`src/rtl/rx_cond_status.sv`:
```
module rx_cond_status #(
  parameter int RES_W = 3
) (
  input  logic             clk,
  input  logic             rst_n,
  input  logic [1:0]       mode_i,
  input  logic             rx_int_en_i,
  input  logic             eof_evt_i,
  input  logic             crc_err_evt_i,
  input  logic             overrun_evt_i,
  input  logic             parity_evt_i,
  input  logic             new_frame_i,
  input  logic [RES_W-1:0] residue_i,
  input  logic             tx_idle_i,
  input  logic             err_reset_i,
  input  logic             chan_reset_i,
  output logic [RES_W+4:0] status_o,
  output logic             src_irq_o
);
  localparam int STAT_W = RES_W + 5;
  localparam logic [1:0] MODE_CHAR   = 2'b00;
  localparam logic [1:0] MODE_FRAMED = 2'b10;

  logic             eof_q, crc_q, ovr_q, par_q, sent_q;
  logic [RES_W-1:0] res_q;
  logic             framed, eof_take;

  assign framed   = (mode_i == MODE_FRAMED);
  assign eof_take = framed && eof_evt_i;

  always_ff @(posedge clk or negedge rst_n) begin
    if (!rst_n) begin
      eof_q <= 1'b0; crc_q <= 1'b0; ovr_q <= 1'b0; par_q <= 1'b0;
      res_q <= '0;   sent_q <= 1'b1;
    end else if (chan_reset_i) begin
      eof_q <= 1'b0; crc_q <= 1'b0; ovr_q <= 1'b0; par_q <= 1'b0;
      res_q <= '0;   sent_q <= 1'b1;
    end else begin
      if (eof_take) begin
        eof_q <= 1'b1;
        res_q <= residue_i;
      end else begin
        if (new_frame_i || err_reset_i) eof_q <= 1'b0;
        if (new_frame_i) res_q <= '0;
      end
      crc_q  <= crc_err_evt_i || (crc_q && !err_reset_i);
      ovr_q  <= overrun_evt_i || (ovr_q && !err_reset_i);
      par_q  <= parity_evt_i  || (par_q && !err_reset_i);
      sent_q <= (mode_i == MODE_CHAR) ? tx_idle_i : 1'b1;
    end
  end

  assign status_o  = {eof_q && framed, crc_q, ovr_q, par_q, res_q, sent_q};
  assign src_irq_o = rx_int_en_i && (|status_o[STAT_W-1 -: 4]);


  chan_reset_chk: assert property (@(posedge clk) disable iff (!rst_n)
    chan_reset_i |=> (status_o == STAT_W'(1)) && !src_irq_o);


  eof_set_chk: assert property (@(posedge clk) disable iff (!rst_n)
    (eof_take && !chan_reset_i) |=> (!framed || status_o[STAT_W-1]));


  err_clear_chk: assert property (@(posedge clk) disable iff (!rst_n)
    (err_reset_i && !eof_evt_i && !crc_err_evt_i && !overrun_evt_i && !parity_evt_i)
      |=> (status_o[STAT_W-1 -: 4] == 4'b0000));


  crc_sticky_chk: assert property (@(posedge clk) disable iff (!rst_n)
    (status_o[STAT_W-2] && !err_reset_i && !chan_reset_i) |=> status_o[STAT_W-2]);


  residue_hold_chk: assert property (@(posedge clk) disable iff (!rst_n)
    (!eof_take && !new_frame_i && !chan_reset_i) |=> $stable(status_o[RES_W:1]));


  sent_sync_chk: assert property (@(posedge clk) disable iff (!rst_n)
    (mode_i != MODE_CHAR) |=> status_o[0]);


  irq_rise_chk: assert property (@(posedge clk) disable iff (!rst_n)
    (rx_int_en_i && $rose(status_o[STAT_W-3])) |-> src_irq_o);
endmodule

```
`config.mk`:
```
export PLATFORM = sky130hd
export DESIGN_NAME = rx_cond_status
export DESIGN_NICKNAME = d
export VERILOG_FILES = /design/src/rtl/rx_cond_status.sv
export SDC_FILE = /design/constraint.sdc
export NUM_CORES = 1
export LEC_CHECK = 0
export ABC_AREA = 1
export BUFFER_PORTS_ARGS = -buffer_cell sky130_fd_sc_hd__buf_2
export CORE_AREA = 2 2 39 41
export CTS_BUF_LIST = sky130_fd_sc_hd__clkbuf_8
export CTS_CLUSTER_DIAMETER = 40
export DETAILED_ROUTE_END_ITERATION = 6
export DIE_AREA = 0 0 41 43
export GPL_TIMING_DRIVEN = 0
export SYNTH_ARGS = -nofsm -noshare
export SYNTH_HDL_FRONTEND = slang
export SYNTH_SLANG_ARGS = --single-unit
```
`constraint.sdc`:
```
create_clock -name clk -period 1 [get_ports clk]
set_input_delay 0 -clock clk [delete_from_list [all_inputs] [get_ports clk]]
set_output_delay 0 -clock clk [all_outputs]
set_load 0.005 [all_outputs]
```
==> results by group <==
Synthesis
  – Top-area cell type share of the netlist area: 45.6%
  – Distinct cells, synth: 11
  – Number of warnings issued by yosys: 0
  – Synth Area per Inst: 8.35 µm²
  – Post-synth top flop: dfrtp_1
  – Syn Nets: 62
  – Synth area leader: dfrtp_1
  – Cell count after synthesis: 46
  – Area of the mapped netlist: 384 µm²
  – Post-synth ARST share: 100%
  – Post-synth EDFFs: 0
  – Synth area leaders: dfrtp_1, nand3_1, buf_4, inv_1, dfstp_2
  – Post-synth top cells: inv_1, dfrtp_1, nand3_1
  – Seq/Total Area, Yosys: 52.4%
  – Register bit count reported by yosys: 8
  – Most common cell in the netlist: inv_1

GRT
  – GRT Total Usage: 12.3%
  – First-pass GRT wire length: 1460 µm
  – Vias in the first global route: 387
  – Initial antenna violation count: 0
  – Largest net degree at the start of global routing: 9
  – Global route total overflow: 0

Finish
  – Filler Cells Inserted: 143
  – FF+latch area: 201 µm²
  – Nets: 95
  – # diodes: 0
  – Post-Route Utilization: 44.0%
  – Share of layout cells above drive strength 1: 42.3%
  – Synthesis-to-layout area growth: 58.6%
  – Non-Filler Instances: 94
  – Area of the multi-input gates: 123 µm²

Worst setup path
  – Critical Path AT: 0.97 ns
  – CP startpoint kind: flip-flop
  – Worst Reg2Reg Path Length in Cells: 2
  – Crit path kind: reg2out
  – Crit-path max FO: 3
  – Endpoint class of the critical path: primary output
  – Critical path required time: 1.00 ns

Routing
  – Routed WL per cell: 9.35 µm
  – Vias per cell: 4.22
  – DRT Pass-1 Iters: 3
  – Vias: 397
  – DRC: 0
  – Final WL: 879 µm
  – Post-route ant nets: 0
  – Initial drt markers: 8

Die
  – Rows: 14
  – Initial Util: 27.8%
  – Total core area: 0.00138 mm²
  – Die Y: 43 µm
  – I/O pin total: 25
  – Die Wd: 41 µm
  – Die ar.: 0.00176 mm²

Clock network
  – Max Root-Sink Buffers: 2
  – Sink Count: 8
  – CTS tree: yes
  – Insertion delay to the later sink of the worst-skew pair: 0.22 ns
  – CTS Root Buffer Type: clkbuf_8
  – Clock-pin slew on the worst setup and hold paths: 0.04 ns
  – Num CTS Buffers: 3
  – Post-CTS Setup Inserts: 0
  – H-tree depth: 1

Timing
  – Slew headroom: 87.7%
  – Setup-failing EPs final: 0
  – RSZ-0062 raised after global routing: yes
  – Minimum clock period: 0.968 ns
  – Worst hold slack: 0.00186 ns
  – Worst Tran Pin Value: 0.184 ns
  – Final count of hold timing violations: 0
  – F_max: 1030 MHz
  – Setup TNS: 0 ns
  – Period utilization: 96.8%
  – Skew final: 0 ns
  – Max Transition Viols Final: 0

Hold path
  – Hold Path Cell Cnt: 3
  – Worst Hold Class: in2reg

Power
  – P per Cell Area: 1400 mW/mm²
  – Leakage: 0.365 nW
  – Worst VDD drop: 0.758 mV

Place
  – Global placement routability congestion: 0.647
  – Dpl cells: 86
  – Port buffer count: 24
  – Post-DP HPWL: 684 µm

Run
  – Max Cap Violations: 0

Run status
  – Status: finished clean
## worst paths after layout
path / end / slack, ns / startpoint
worst min register to register: res_q[2] / 0.51 / res_q[2]
min in group asynchronous: ovr_q / 0.14 / rst_n
worst min-delay path: crc_q / 0.002 / crc_err_evt_i
max in group asynchronous: sent_q / 0.62 / rst_n
worst max-delay path: src_irq_o / 0.03 / par_q
worst max register to register: crc_q / 0.30 / crc_q
## worst max-delay path, stage by stage, from the launching register on
cell and delay, ns:
dfrtp_1 0.38, inv_1 0.06, nand2_1 0.05, nor2_1 0.08, a21oi_1 0.06, buf_2 0.12
## cells in the final DEF (no fill, tap or decap)
cell type      instances
buf_4                  4
nor2_1                 6
nand3_1                7
buf_2                 24
dfrtp_1                7
a21oi_1                4
dfstp_2                1
dlygate4sd3_1          4
o21ai_0                1
nand4_1                3
clkbuf_8               3
nand2_1                4
nor2_2                 1
inv_1                  9
## power by group
part           total (W)  internal, W  switching, W
Sequential      0.000346     0.000339    0.00000753
Combinational   0.000117    0.0000637     0.0000530
Clock           0.000393     0.000266      0.000127
## cell type report
class	instances	share of cell area (%)
clock buffer	3	6.78
sequential	8	33.1
buffer	4	4.93
clock inverter	1	0.616
multi-input combinational	26	20.1
inverter	8	4.93
tap	16	3.29
timing repair buffer	28	26.3
## flip-flops by register name, indices dropped and copies added (netlist names)
register / count
eof_q: 1
sent_q: 1
crc_q: 1
ovr_q: 1
par_q: 1
res_q: 3
## repair_timing
action	4_1_cts	5_1_grt
hold buffers	4	0
hold endpoints to repair	11	0
resized for setup	0	0
setup endpoints to repair	0	1
## kinds of logic (layout without fill, tap and decap cells)
group           after synthesis  count (layout)  share of synthesized area [%]
buf+inv                      12              44                           15.6
simple gates                 21              21                           25.4
compound gates                5               5                           6.51
flops                         8               8                           52.4
## per-layer routing
metal | part of all wire [%] | vias up | track usage (%)
met3 | 10 | 2 | 3.66
met2 | 41 | 19 | 16.9
met1 | 48 | 169 | 16.1
li1 | - | 207 | -
met5 | 0 | - | 0
met4 | 0.68 | 0 | 8.00
## through the flow
stage,total power (W),setup WS [ns],area (µm²)
finish,0.000856,0.0318,609
global route,0.000910,-0.0239,609
CTS,0.000872,0.0156,609
detailed placement,0.000457,0.265,524
global placement,0.000456,0.255,524
floorplan,0.000395,0.343,384
(Power assumes the default switching activity.)
